File: config.mk
export PLATFORM = sky130hd
export DESIGN_NAME = flash_seq
export DESIGN_NICKNAME = d
export VERILOG_FILES = /design/src/rtl/flash_seq_pkg.sv /design/src/rtl/flash_bus_cyc.sv /design/src/rtl/flash_wd.sv /design/src/rtl/flash_seq.sv
export SDC_FILE = /design/constraint.sdc
export NUM_CORES = 1
export LEC_CHECK = 0
export BUFFER_PORTS_ARGS = -buffer_cell sky130_fd_sc_hd__buf_2
export CORE_ASPECT_RATIO = 0.8
export CORE_MARGIN = 1.5
export CORE_UTILIZATION = 50
export CTS_CLUSTER_DIAMETER = 50
export DETAILED_ROUTE_END_ITERATION = 6
export PLACE_DENSITY = 0.74
export SLEW_MARGIN = 0
export SYNTH_ARGS = -nofsm -noshare
export SYNTH_HDL_FRONTEND = slang
export SYNTH_SLANG_ARGS = --single-unit
File: constraint.sdc
create_clock -name clk -period 3.5 [get_ports clk]
set_input_delay 0.7 -clock clk [delete_from_list [all_inputs] [get_ports clk]]
set_output_delay 0.7 -clock clk [all_outputs]
set_load 0.005 [all_outputs]
File: src/rtl/flash_seq_pkg.sv
package flash_seq_pkg;

    typedef enum logic [1:0] {
        OP_READ = 2'b00,
        OP_PROG = 2'b01,
        OP_SECT = 2'b10,
        OP_CHIP = 2'b11
    } fop_e;

    typedef enum logic [1:0] {
        STS_OK  = 2'b00,
        STS_ERR = 2'b01,
        STS_TMO = 2'b10
    } fsts_e;

    typedef enum logic [1:0] {
        B_IDLE,
        B_SETUP,
        B_ACT,
        B_HOLD
    } bst_e;

    typedef enum logic [2:0] {
        T_IDLE,
        T_RD,
        T_PRE,
        T_CMD,
        T_POLL,
        T_VER,
        T_RSP
    } tst_e;

    localparam logic [15:0] UNLK_A1 = 16'h5555;
    localparam logic [15:0] UNLK_A2 = 16'h2AAA;
    localparam logic [7:0]  KEY1    = 8'hAA;
    localparam logic [7:0]  KEY2    = 8'h55;
    localparam logic [7:0]  CMD_PGM = 8'hA0;
    localparam logic [7:0]  CMD_ERS = 8'h80;
    localparam logic [7:0]  CMD_SEC = 8'h30;
    localparam logic [7:0]  CMD_ALL = 8'h10;
    localparam logic [7:0]  ERASED  = 8'hFF;

    typedef struct packed {
        logic [15:0] a;
        logic [7:0]  d;
        logic        use_req;
    } cmd_t;

    function automatic logic [2:0] cmd_last(fop_e op);
        return (op == OP_PROG) ? 3'd3 : 3'd5;
    endfunction

    function automatic cmd_t cmd_at(fop_e op, logic [2:0] step, logic [7:0] d);
        cmd_t c;
        c.a = UNLK_A1;
        c.d = KEY1;
        c.use_req = 1'b0;
        case (step)
            3'd1: begin c.a = UNLK_A2; c.d = KEY2; end
            3'd2: c.d = (op == OP_PROG) ? CMD_PGM : CMD_ERS;
            3'd3: if (op == OP_PROG) begin c.use_req = 1'b1; c.d = d; end
            3'd4: begin c.a = UNLK_A2; c.d = KEY2; end
            3'd5: begin
                if (op == OP_SECT) begin c.use_req = 1'b1; c.d = CMD_SEC; end
                else c.d = CMD_ALL;
            end
            default: ;
        endcase
        return c;
    endfunction

endpackage

File: src/rtl/flash_bus_cyc.sv
module flash_bus_cyc
    import flash_seq_pkg::*;
#(
    parameter int AW        = 18,
    parameter int SETUP_CYC = 2,
    parameter int PULSE_CYC = 3,
    parameter int READ_CYC  = 3
) (
    input  logic          clk,
    input  logic          rst,
    input  logic          start,
    input  logic          start_wr,
    input  logic [AW-1:0] start_addr,
    input  logic [7:0]    start_data,
    output logic          done,
    output logic [7:0]    rd_byte,
    output logic [AW-1:0] fl_addr,
    output logic [7:0]    fl_wdata,
    output logic          fl_data_oe,
    output logic          fl_ce_n,
    output logic          fl_oe_n,
    output logic          fl_we_n,
    input  logic [7:0]    fl_rdata
);
    localparam int MAXA = (PULSE_CYC > READ_CYC) ? PULSE_CYC : READ_CYC;
    localparam int MAXC = (SETUP_CYC > MAXA) ? SETUP_CYC : MAXA;
    localparam int CW   = $clog2(MAXC + 1);

    bst_e          st;
    logic [CW-1:0] cnt;
    logic          wr_q;
    logic [AW-1:0] addr_q;
    logic [7:0]    data_q;

    always_ff @(posedge clk) begin
        if (rst) begin
            st      <= B_IDLE;
            cnt     <= '0;
            wr_q    <= 1'b0;
            addr_q  <= '0;
            data_q  <= '0;
            done    <= 1'b0;
            rd_byte <= '0;
        end else begin
            done <= 1'b0;
            case (st)
                B_IDLE: if (start) begin
                    st     <= B_SETUP;
                    cnt    <= CW'(SETUP_CYC - 1);
                    wr_q   <= start_wr;
                    addr_q <= start_addr;
                    data_q <= start_data;
                end
                B_SETUP: begin
                    if (cnt == '0) begin
                        st  <= B_ACT;
                        cnt <= wr_q ? CW'(PULSE_CYC - 1) : CW'(READ_CYC - 1);
                    end else begin
                        cnt <= cnt - 1'b1;
                    end
                end
                B_ACT: begin
                    if (cnt == '0) begin
                        st <= B_HOLD;
                        if (!wr_q) rd_byte <= fl_rdata;
                    end else begin
                        cnt <= cnt - 1'b1;
                    end
                end
                B_HOLD: begin
                    st   <= B_IDLE;
                    done <= 1'b1;
                end
                default: st <= B_IDLE;
            endcase
        end
    end

    always_comb begin
        fl_addr    = addr_q;
        fl_wdata   = data_q;
        fl_ce_n    = (st == B_IDLE);
        fl_oe_n    = !((st == B_ACT) && !wr_q);
        fl_we_n    = !((st == B_ACT) && wr_q);
        fl_data_oe = wr_q && (st != B_IDLE);
    end

endmodule

File: src/rtl/flash_wd.sv
module flash_wd #(
    parameter int WDW = 16
) (
    input  logic           clk,
    input  logic           rst,
    input  logic           clear,
    input  logic           run,
    input  logic [WDW-1:0] limit,
    output logic           expired
);
    logic [WDW-1:0] cnt;

    always_ff @(posedge clk) begin
        if (rst || clear) cnt <= '0;
        else if (run && (cnt != '1)) cnt <= cnt + 1'b1;
    end

    assign expired = (cnt >= limit);

endmodule

File: src/rtl/flash_seq.sv
module flash_seq
    import flash_seq_pkg::*;
#(
    parameter int AW        = 18,
    parameter int WDW       = 16,
    parameter int SETUP_CYC = 2,
    parameter int PULSE_CYC = 3,
    parameter int READ_CYC  = 3
) (
    input  logic           clk,
    input  logic           rst,
    input  logic           req_valid,
    output logic           req_ready,
    input  logic [1:0]     req_op,
    input  logic [AW-1:0]  req_addr,
    input  logic [7:0]     req_data,
    input  logic           cfg_toggle_poll,
    input  logic           cfg_verify,
    input  logic [WDW-1:0] prog_limit,
    input  logic [WDW-1:0] erase_limit,
    output logic           rsp_valid,
    output logic [1:0]     rsp_status,
    output logic [7:0]     rsp_rdata,
    output logic [AW-1:0]  fl_addr,
    output logic [7:0]     fl_wdata,
    output logic           fl_data_oe,
    output logic           fl_ce_n,
    output logic           fl_oe_n,
    output logic           fl_we_n,
    input  logic [7:0]     fl_rdata
);
    tst_e          st;
    fop_e          op_q;
    logic [AW-1:0] addr_q;
    logic [7:0]    data_q;
    logic          tgl_q, ver_q;
    logic [2:0]    step_q;
    logic          pend_q;
    logic          have_prev_q, prev6_q;
    fsts_e         sts_q;
    logic [7:0]    rd_q;

    logic          bus_start, bus_wr, bus_done;
    logic [AW-1:0] bus_addr;
    logic [7:0]    bus_data, bus_rd;
    cmd_t          cmd;
    logic [7:0]    exp_byte;
    logic          poll_hit;
    logic          wd_run, wd_exp;

    assign cmd      = cmd_at(op_q, step_q, data_q);
    assign exp_byte = (op_q == OP_PROG) ? data_q : ERASED;
    assign poll_hit = tgl_q ? (have_prev_q && (bus_rd[6] == prev6_q))
                            : (bus_rd[7] == exp_byte[7]);

    always_comb begin
        bus_start = !pend_q && (st inside {T_RD, T_PRE, T_CMD, T_POLL, T_VER});
        bus_wr    = (st == T_CMD);
        bus_data  = cmd.d;
        if (st == T_CMD && !cmd.use_req) bus_addr = AW'(cmd.a);
        else                             bus_addr = addr_q;
    end

    assign wd_run = (st == T_POLL);

    flash_bus_cyc #(
        .AW(AW), .SETUP_CYC(SETUP_CYC), .PULSE_CYC(PULSE_CYC), .READ_CYC(READ_CYC)
    ) u_bus (
        .clk(clk), .rst(rst),
        .start(bus_start), .start_wr(bus_wr),
        .start_addr(bus_addr), .start_data(bus_data),
        .done(bus_done), .rd_byte(bus_rd),
        .fl_addr(fl_addr), .fl_wdata(fl_wdata), .fl_data_oe(fl_data_oe),
        .fl_ce_n(fl_ce_n), .fl_oe_n(fl_oe_n), .fl_we_n(fl_we_n),
        .fl_rdata(fl_rdata)
    );

    flash_wd #(.WDW(WDW)) u_wd (
        .clk(clk), .rst(rst),
        .clear(!wd_run), .run(wd_run),
        .limit((op_q == OP_PROG) ? prog_limit : erase_limit),
        .expired(wd_exp)
    );

    always_ff @(posedge clk) begin
        if (rst) begin
            st          <= T_IDLE;
            op_q        <= OP_READ;
            addr_q      <= '0;
            data_q      <= '0;
            tgl_q       <= 1'b0;
            ver_q       <= 1'b0;
            step_q      <= '0;
            pend_q      <= 1'b0;
            have_prev_q <= 1'b0;
            prev6_q     <= 1'b0;
            sts_q       <= STS_OK;
            rd_q        <= '0;
        end else begin
            if (bus_start)     pend_q <= 1'b1;
            else if (bus_done) pend_q <= 1'b0;
            case (st)
                T_IDLE: if (req_valid) begin
                    op_q   <= fop_e'(req_op);
                    addr_q <= req_addr;
                    data_q <= req_data;
                    tgl_q  <= cfg_toggle_poll;
                    ver_q  <= cfg_verify;
                    step_q <= '0;
                    case (fop_e'(req_op))
                        OP_READ: st <= T_RD;
                        OP_PROG: st <= T_PRE;
                        default: st <= T_CMD;
                    endcase
                end
                T_RD: if (bus_done) begin
                    rd_q  <= bus_rd;
                    sts_q <= STS_OK;
                    st    <= T_RSP;
                end
                T_PRE: if (bus_done) begin
                    rd_q <= bus_rd;
                    if ((~bus_rd & data_q) != 8'h00) begin
                        sts_q <= STS_ERR;
                        st    <= T_RSP;
                    end else begin
                        st <= T_CMD;
                    end
                end
                T_CMD: if (bus_done) begin
                    if (step_q == cmd_last(op_q)) begin
                        st          <= T_POLL;
                        have_prev_q <= 1'b0;
                    end else begin
                        step_q <= step_q + 1'b1;
                    end
                end
                T_POLL: if (bus_done) begin
                    rd_q        <= bus_rd;
                    prev6_q     <= bus_rd[6];
                    have_prev_q <= 1'b1;
                    if (poll_hit) begin
                        if (ver_q) st <= T_VER;
                        else begin
                            sts_q <= STS_OK;
                            st    <= T_RSP;
                        end
                    end else if (wd_exp) begin
                        sts_q <= STS_TMO;
                        st    <= T_RSP;
                    end
                end
                T_VER: if (bus_done) begin
                    rd_q  <= bus_rd;
                    sts_q <= (bus_rd == exp_byte) ? STS_OK : STS_ERR;
                    st    <= T_RSP;
                end
                T_RSP: st <= T_IDLE;
                default: st <= T_IDLE;
            endcase
        end
    end

    assign req_ready  = (st == T_IDLE);
    assign rsp_valid  = (st == T_RSP);
    assign rsp_status = sts_q;
    assign rsp_rdata  = rd_q;

endmodule

=== Word-level counts from Yosys, hierarchy flattened ===
Index checks and enable logic that the tools add are counted.

* Flip-flop bits (word level): 105
* Bits of input ports: 73

* Bitwise logic cells: 3
* Magnitude comparators: 1
* Multiplexer cells: 52
* Add/sub/neg operators: 3
* Reductions and logical operators: 40
* Equal/unequal tests: 38

{| class="wikitable"
|+ Operators with widths
! cell !! count
|-
| $mux W3 || 13
|-
| $pmux W8 S4 || 1
|-
| $mux W2 || 14
|-
| $mux W18 || 1
|-
| $add A16 B1 Y16 const B || 1
|-
| $ge A16 B16 Y1 || 1
|-
| $mux W16 || 1
|-
| $ne A16 B16 Y1 const B || 1
|-
| $ne A2 B1 Y1 const B || 8
|-
| $pmux W2 S4 || 2
|-
| $eq A3 B3 Y1 const B || 5
|-
| $mux W15 || 1
|-
| $pmux W3 S5 || 1
|-
| $eq A3 B2 Y1 const B || 4
|-
| $mux W6 || 2
|-
| $ne A2 B2 Y1 const B || 6
|-
| $mux W1 || 9
|-
| $mux W9 || 1
|-
| $reduce_and A3 Y1 || 3
|-
| $and A8 B8 Y8 || 1
|-
| $eq A8 B8 Y1 || 1
|-
| $mux W8 || 1
|-
| $not A8 Y8 || 1
|-
| $reduce_and A2 Y1 || 4
|-
| other kinds (28) || 54
|}

=== Depth between registers and ports, before layout ===
Gate-level depths: netlist of run 1.

* Depth after elaboration: 7
* Depth in mapped cells: 12

=== Hierarchy ===
From an unflattened synthesis of run 1, not the netlist that was laid out.

* Cell total of the unflattened synthesis: 756
* Area, all modules: 5723.0 µm²

{| class="wikitable"
|+ By module, submodules not included
! module !! cells each !! seq. area each (µm²) !! times used !! area each (µm²)
|-
| flash_seq || 409 || 980.9 || 1 || 2816.5
|-
| flash_bus_cyc || 189 || 800.8 || 1 || 1624.1
|-
| flash_wd || 158 || 320.3 || 1 || 1282.5
|}

=== Worst setup path after synthesis of run 1 ===
OpenSTA, ideal clock, no wires.

* Path type: flip-flop to flip-flop
* Start point: reg op_q[0]
* End point: reg st[0]
* Path buffers: 2
* Library setup time: 122 ps
* Required time: 3378 ps
* Data arrival time: 2896 ps
* Stages on the path, launching flop included: 12
* Setup slack: 483 ps
* Path through: dfxtp_1 > nor2b_1 > buf_2 > buf_1 > mux2i_1 > ha_1 > nand4_1 > or4_1 > a221oi_2 > a2111oi_4 > nand3b_4 > mux2i_1

* Cells in the longest elaborated chain, start to end: 7
* Elaborated cells between the ends (all ways): 14

{| class="wikitable"
|+ RTL lines
! element !! RTL line !! text
|-
| start, declared || flash_seq.sv:33 || <nowiki>fop_e op_q;</nowiki>
|-
| start signal, assigned || flash_seq.sv:104 || <nowiki>op_q <= fop_e'(req_op);</nowiki>
|-
| $eq A2 B1 Y1 * || flash_seq_pkg.sv:50, flash_seq.sv:52, flash_seq.sv:81 ||
|-
| parallel branches: the longest is 6 deep, another holds $ge A16 B16 Y1 || -- ||
|-
| end signal, assigned || flash_seq.sv:143 || <nowiki>if (ver_q) st <= T_VER;</nowiki>
|-
| end signal, assigned || flash_seq.sv:146 || <nowiki>st <= T_RSP;</nowiki>
|-
| end signal, assigned || flash_seq.sv:150 || <nowiki>st <= T_RSP;</nowiki>
|-
| end, declared || flash_seq.sv:32 || <nowiki>tst_e st;</nowiki>
|}

Every way passes the cells marked *. The select of a mux whose other input is x is not followed.
A chain may end at the register's enable or synchronous reset.

=== Final worst setup path of run 1 ===
Same ends and word-level chain as after synthesis.

==> results by group, run 1 <==
Outcome
  • Status: finished, final reports clean

Placed design
  • Dpl ws: 609 ps
  • Gp weighted congestion: 0.909
  • Port Buf Inserts: 114
  • Placed cells: 870
  • DPL Wire Length: 10.0 mm

Power and ir drop
  • Peak supply drop: 0.000366 V
  • Lkg Pwr: 2.60 nW
  • Power Dens Cells: 658 mW/mm2
  • Total power: 4.14 mW

Routing
  • Via count: 5010
  • Total wire length: 13.7 mm
  • WL per Instance: 15.5 um
  • Via/cell ratio: 5.65
  • Residual DRC: 0
  • 1st-iter DRT viols: 324
  • Drt first pass iters: 5
  • Post-route ant nets: 0

Final layout
  • Fin util: 61.0%
  • Share of cells above drive strength 1: 20.2%
  • Non-Filler Instances: 887
  • Final #Nets: 842
  • P&R area growth vs syn: 18.2%

Critical path
  • Worst Setup End Kind: register
  • CP peak stage delay: 490 ps
  • Critical path arrival: 3180 ps
  • Reg-to-Reg Start: op_q[0]
  • Buffers and inverters on the worst path: 1
  • Critical Path RT: 3780 ps
  • Critical Path Source Type: register
  • Crit-path max FO: 14
  • Slowest CP cell: a2111oi_4
  • R2R cell count: 10
  • Reg2reg end: st[0]
  • Critical path type: reg2reg
  • Most used cell, CP: mux2i_1
  • FF-to-FF setup slack: 590 ps
  • Crit-path cells: nor2b_2 -> buf_12 -> mux2i_1 -> ha_1 -> a21oi_1 -> o21a_1 -> o221ai_1 -> a2111oi_4 -> nand3b_4 -> mux2i_1
  • CP top delay family: compound AO/OA/AOI/OAI gates

Synth
  • Sequential share of the synthesized area: 39.5%
  • Synth unique cells: 61
  • Most used DFF post-synth: dfxtp_1
  • Synth warnings: 0
  • Post-Syn Area per Cell: 8.23 um2
  • EDFF count, synth: 0
  • Mapped Cells: 647
  • Syn Nets: 748
  • Synthesized flop and latch total: 105
  • Ys async rst share: 0%
  • Cell Area, Synth: 0.00533 mm2

Global routing
  • Number of global-route vias before repair: 4527
  • First-pass GRT wire length: 22.1 mm
  • Congestion Overflow GR: 0
  • Initial antenna violation count: 0
  • Overall routing resource usage: 24.6%
  • Largest net degree at the start of global routing: 42

Timing
  • Tcrit/Tclk final: 83.0%
  • TNS Setup: 0 ps
  • RSZ-0062 raised after global routing: no
  • Clk_skew: 7.19 ps
  • Worst-margin pin slew: 1080 ps
  • Final Hold Viols: 0
  • Peak Freq: 0.344 GHz
  • Setup violations, final: 0
  • Min setup slack post-route: 594 ps
  • Pins Over Slew Limit: 0
  • Slew headroom: 28.0%
  • Fin crit period: 2910 ps

Clock network
  • Postcts setup bufs: 0
  • CTS buffer count: 9
  • Clock root cell: clkbuf_16
  • CTS tree: yes
  • Clock buffer depth: 2
  • Worst skew pair latency: 350 ps
  • Hold_buf cts: 0
  • Clock-pin transition on the worst setup and hold timing paths: 70 ps
  • Post-CTS sizing: 0
  • CTS Sinks: 105
  • # H-tree levels: 3

Floorplan
  • Cell Rows: 33
  • Boundary pin count: 115
  • Die area: 0.0113 mm2
  • Initial Util: 51.6%
  • Die Wd: 118 um
  • Die Ht: 95.3 um
  • Core ar.: 0.0103 mm2

Run
  • Max cap viols: 0

Min path
  • Hold WC Path Type: reg2reg
  • Min-delay src: u_bus.fl_addr[9]
  • Hold EP: u_bus.fl_addr[9]
  • Min-Delay Path Depth: 2
[synthesized netlist by cell type, drive strengths merged (2+ instances only)]
master   number  area, um2
a31oi         5       31.3
mux2i        27        270
xor2          8       70.1
a211oi        4       30.0
and3          5       31.3
or2           3       18.8
and4          6       52.6
and2          3       18.8
nor3b         4       46.3
o211ai       10       80.1
buf          12       61.3
nor3         17       95.1
a311oi       13        114
nand2b       17        106
or4           2       15.0
or3           3       18.8
nand3b        2       27.5
a21o          3       22.5
nor2         61        236
and3b         2       17.5
a21oi        70        350
dfxtp       105       2100
o31ai         3       22.5
and4b         2       20.0
o22ai         2       12.5
a22oi         4       30.0
nor2b        10       62.6
nand2       116        438
nand4         5       31.3
clkbuf       25       93.8
xnor2         9       78.8
a2111oi       3       46.3
o41ai         2       17.5
nand3        17       85.1
o21ai        16       80.1
inv          13       48.8
ha           28        350
[through the flow]
step,hold slack [ps],instance area [um2]
5_1_grt,472,6290
3_5_place_dp,443,5980
6_report,450,6290
3_3_place_gp,439,5980
2_1_floorplan,436,5330
4_1_cts,453,6290
[per-layer routing]
layer	global-route usage, %	wire length [um]
met1	34.2	6520
met2	37.9	6010
met3	5.44	959
met4	8.43	227
met5	0	0
[sequential cells by signal, indices dropped and copies added, names as in the netlist, 3 cells and up]
signal          flops
addr_q             18
u_bus.fl_addr      18
u_wd.cnt           16
data_q              8
rsp_rdata           8
u_bus.fl_wdata      8
u_bus.rd_byte       8
st                  3
step_q              3
[tightest hold or removal path, cell delays in order (launching register included)]
cell and delay [ps]:
dfxtp_1 310, nand2_1 50, a21oi_1 50
[kinds of logic after synthesis]
family                     count (synthesis)  share of synthesized area, %
DFF                                      105                          39.5
and+or+nand+nor                          276                          24.9
adders and majority gates                 28                          6.58
AOI/OAI and AO/OA                        143                          17.1
muxes                                     28                          5.28
xor gates and xnor gates                  17                          2.79
buffers and inverters                     50                          3.83
[cell usage in the layout (no fill, tap or decap), drive strengths merged, types with 16 or more instances in the layout]
master,count
a21oi,70
buf,120
inv,16
nor2,61
nor3,17
ha,28
mux2i,27
nand2,116
o21ai,16
dfxtp,105
nand3,17
nand2b,17
[worst max path at each step]
| stage | cells past startpoint | end | start | slack [ps] |
|---|---|---|---|---|
| after detailed placement | 10 | st[0] | op_q[0] | 610 |
| after global placement | 10 | st[0] | op_q[0] | 730 |
| after CTS | 10 | st[0] | op_q[0] | 610 |
| final | 10 | st[0] | op_q[0] | 590 |
| after global routing | 10 | st[1] | op_q[0] | 440 |
| after floorplan | 11 | st[0] | op_q[0] | 480 |
[where the power goes]
| part | leakage [nW] | switching [mW] | internal (mW) | total (mW) |
|---|---|---|---|---|
| combinational | 1.59 | 0.900 | 0.584 | 1.48 |
| sequential | 0.855 | 0.204 | 1.41 | 1.61 |
| clock | 0.155 | 0.463 | 0.585 | 1.05 |
| total | 2.60 | 1.57 | 2.58 | 4.14 |
[final cells by class]
| cell class | instances | area, um2 |
|---|---|---|
| tap | 140 | 175 |
| sequential | 105 | 2100 |
| antenna | 1 | 2.50 |
| fill | 943 | 4030 |
| multi-input combinational | 492 | 3030 |
| clock buffer | 10 | 239 |
| timing repair buffer | 120 | 628 |
| clock inverter | 6 | 72.6 |
| inverter | 13 | 48.8 |
(Power assumes the default switching activity.)
==> run 2: changes to the inputs <==
--- a/config.mk
+++ b/config.mk
@@ -8,10 +8,10 @@
 export BUFFER_PORTS_ARGS = -buffer_cell sky130_fd_sc_hd__buf_2
 export CORE_ASPECT_RATIO = 0.8
 export CORE_MARGIN = 1.5
-export CORE_UTILIZATION = 50
+export CORE_UTILIZATION = 49
 export CTS_CLUSTER_DIAMETER = 50
 export DETAILED_ROUTE_END_ITERATION = 6
-export PLACE_DENSITY = 0.74
+export PLACE_DENSITY = 0.76
 export SLEW_MARGIN = 0
 export SYNTH_ARGS = -nofsm -noshare
 export SYNTH_HDL_FRONTEND = slang
==> constraint.sdc (replaced) <==
create_clock -name clk -period 2.5 [get_ports clk]
set_input_delay 0.5 -clock clk [delete_from_list [all_inputs] [get_ports clk]]
set_output_delay 0.5 -clock clk [all_outputs]
set_load 0.005 [all_outputs]
==> run 2 against run 1 <==
Effect of this change:
- the flow now finishes with violations (setup timing)
- sequential share of layout area fell by 1.1 points
- design area rose by 3.7%
- core utilization rose by 1.7 points
- critical path depth did not move
- die area rose by 2.0%
- combinational power rose by 54%
- power rose by 46%
- clock power rose by 47%
- via count rose by 1.4%
- non-clock buffer count rose by 18
- fmax rose by 11%
- largest cell class unchanged
==> results by group, run 2 (synthesis results as in run 1) <==
Power and ir drop
  • Lkg Pwr: 2.71 nW
  • Power Dens Cells: 928 mW/mm2
  • Peak supply drop: 0.000497 V
  • Total power: 6.05 mW

Timing
  • TNS Setup: -285 ps
  • Min setup slack post-route: -124 ps
  • Final hold slack: 383 ps
  • RSZ-0062 raised after global routing: yes
  • Peak Freq: 0.381 GHz
  • Final Hold Viols: 0
  • Setup violations, final: 5
  • Pins Over Slew Limit: 0
  • Worst-margin pin slew: 717 ps
  • Fin crit period: 2620 ps
  • Tcrit/Tclk final: 105%
  • Slew headroom: 52.2%
  • Clk_skew: 8.80 ps

Clock network
  • Hold_buf cts: 0
  • CTS tree: yes
  • Clock root cell: clkbuf_16
  • Clock buffer depth: 2
  • CTS buffer count: 9
  • Worst skew pair latency: 350 ps
  • Clock-pin transition on the worst setup and hold timing paths: 70 ps
  • # H-tree levels: 3
  • CTS Sinks: 105

Routing
  • 1st-iter DRT viols: 411
  • WL per Instance: 15.9 um
  • Via/cell ratio: 5.62
  • Via count: 5079
  • Residual DRC: 0
  • Drt first pass iters: 5
  • Post-route ant nets: 0
  • Total wire length: 14.4 mm

Floorplan
  • Die Ht: 96.3 um
  • Initial Util: 51.2%
  • Die Wd: 120 um
  • Core ar.: 0.0104 mm2
  • Boundary pin count: 115
  • Die area: 0.0115 mm2
  • Cell Rows: 33

Global routing
  • Initial antenna violation count: 0
  • Number of global-route vias before repair: 4690
  • Overall routing resource usage: 25.0%
  • Largest net degree at the start of global routing: 37
  • First-pass GRT wire length: 22.9 mm
  • Congestion Overflow GR: 0

Final layout
  • Commonest cells after routing, fill and taps aside: 115 x nand2_1, 114 x buf_2, 103 x dfxtp_1, 69 x a21oi_1, 59 x nor2_1
  • Most common cell after layout, fill and taps aside: nand2_1
  • Final #Nets: 860
  • Share of cells above drive strength 1: 23.4%
  • P&R area growth vs syn: 22.5%
  • Non-Filler Instances: 904
  • ANT cells: 0
  • # fillers: 938

Critical path
  • Worst Setup End Kind: register
  • Critical Path Source Type: register
  • Critical path type: reg2reg
  • Critical Path RT: 2770 ps
  • Critical path arrival: 2900 ps
  • Crit-path max FO: 6

Placed design
  • Port Buf Inserts: 114
  • Dpl ws: -136 ps
  • Gp weighted congestion: 0.941
  • Placed cells: 880
  • DPL Wire Length: 10.5 mm

Run
  • Max cap viols: 0

Min path
  • Hold WC Path Type: in2reg

Outcome
  • Status: finished, violations left
  • Failing checks: setup timing
-- run 2: power by group --
part,switching (mW),internal [mW],total [mW],leakage (nW)
registers,0.262,1.97,2.23,0.856
clock network,0.649,0.889,1.54,0.158
logic,1.34,0.946,2.28,1.69
-- run 2: cell type report --
type	count	area (um2)	share of cell area [%]
multi-input cells	492	3090	47.3
clock inverters	7	101	1.55
inverters	13	48.8	0.748
repair buffers	138	779	11.9
flip-flops and latches	105	2110	32.3
clock buffers	9	225	3.45
well taps	140	175	2.68
-- run 2: what timing repair did --
item,4_1_cts,5_1_grt
gates cloned,0,0
pin swaps,3,5
setup buffers,2,6
setup endpoints to repair,5,5
resized for setup,6,5
-- run 2: worst max-delay path: stages (launching register included) --
cell and delay [ps]:
dfxtp_4 360, nor2b_4 210, buf_12 150, mux2i_2 200
ha_1 280, buf_4 140, a21o_1 140, a21o_1 180
a2111oi_4 430, nand3b_4 240, mux2i_2 220
-- run 2: metal layers --
| layer | track usage (%) | routed length, um | vias to the layer above |
|---|---|---|---|
| met5 | 0 | 0 | - |
| met4 | 6.85 | 250 | 0 |
| met3 | 4.56 | 839 | 29 |
| met2 | 41.1 | 6670 | 152 |
| met1 | 33.9 | 6620 | 2408 |
| li1 | - | - | 2490 |
-- run 2: worst paths after layout --
check	from	end	slack, ps	cells after the start
max reg2reg	op_q[0]	st[1]	-120	10
min	fl_rdata[2]	u_bus.rd_byte[2]	380	3
min reg2reg	u_bus.fl_addr[7]	u_bus.fl_addr[7]	450	2
max	op_q[0]	st[1]	-120	10
-- run 2: per-stage QoR --
stage,util [%],cell area [um2]
2_1_floorplan,-,5370
3_3_place_gp,58.4,6080
3_5_place_dp,58.4,6080
4_1_cts,62.0,6460
5_1_grt,62.7,6530
6_report,62.7,6530
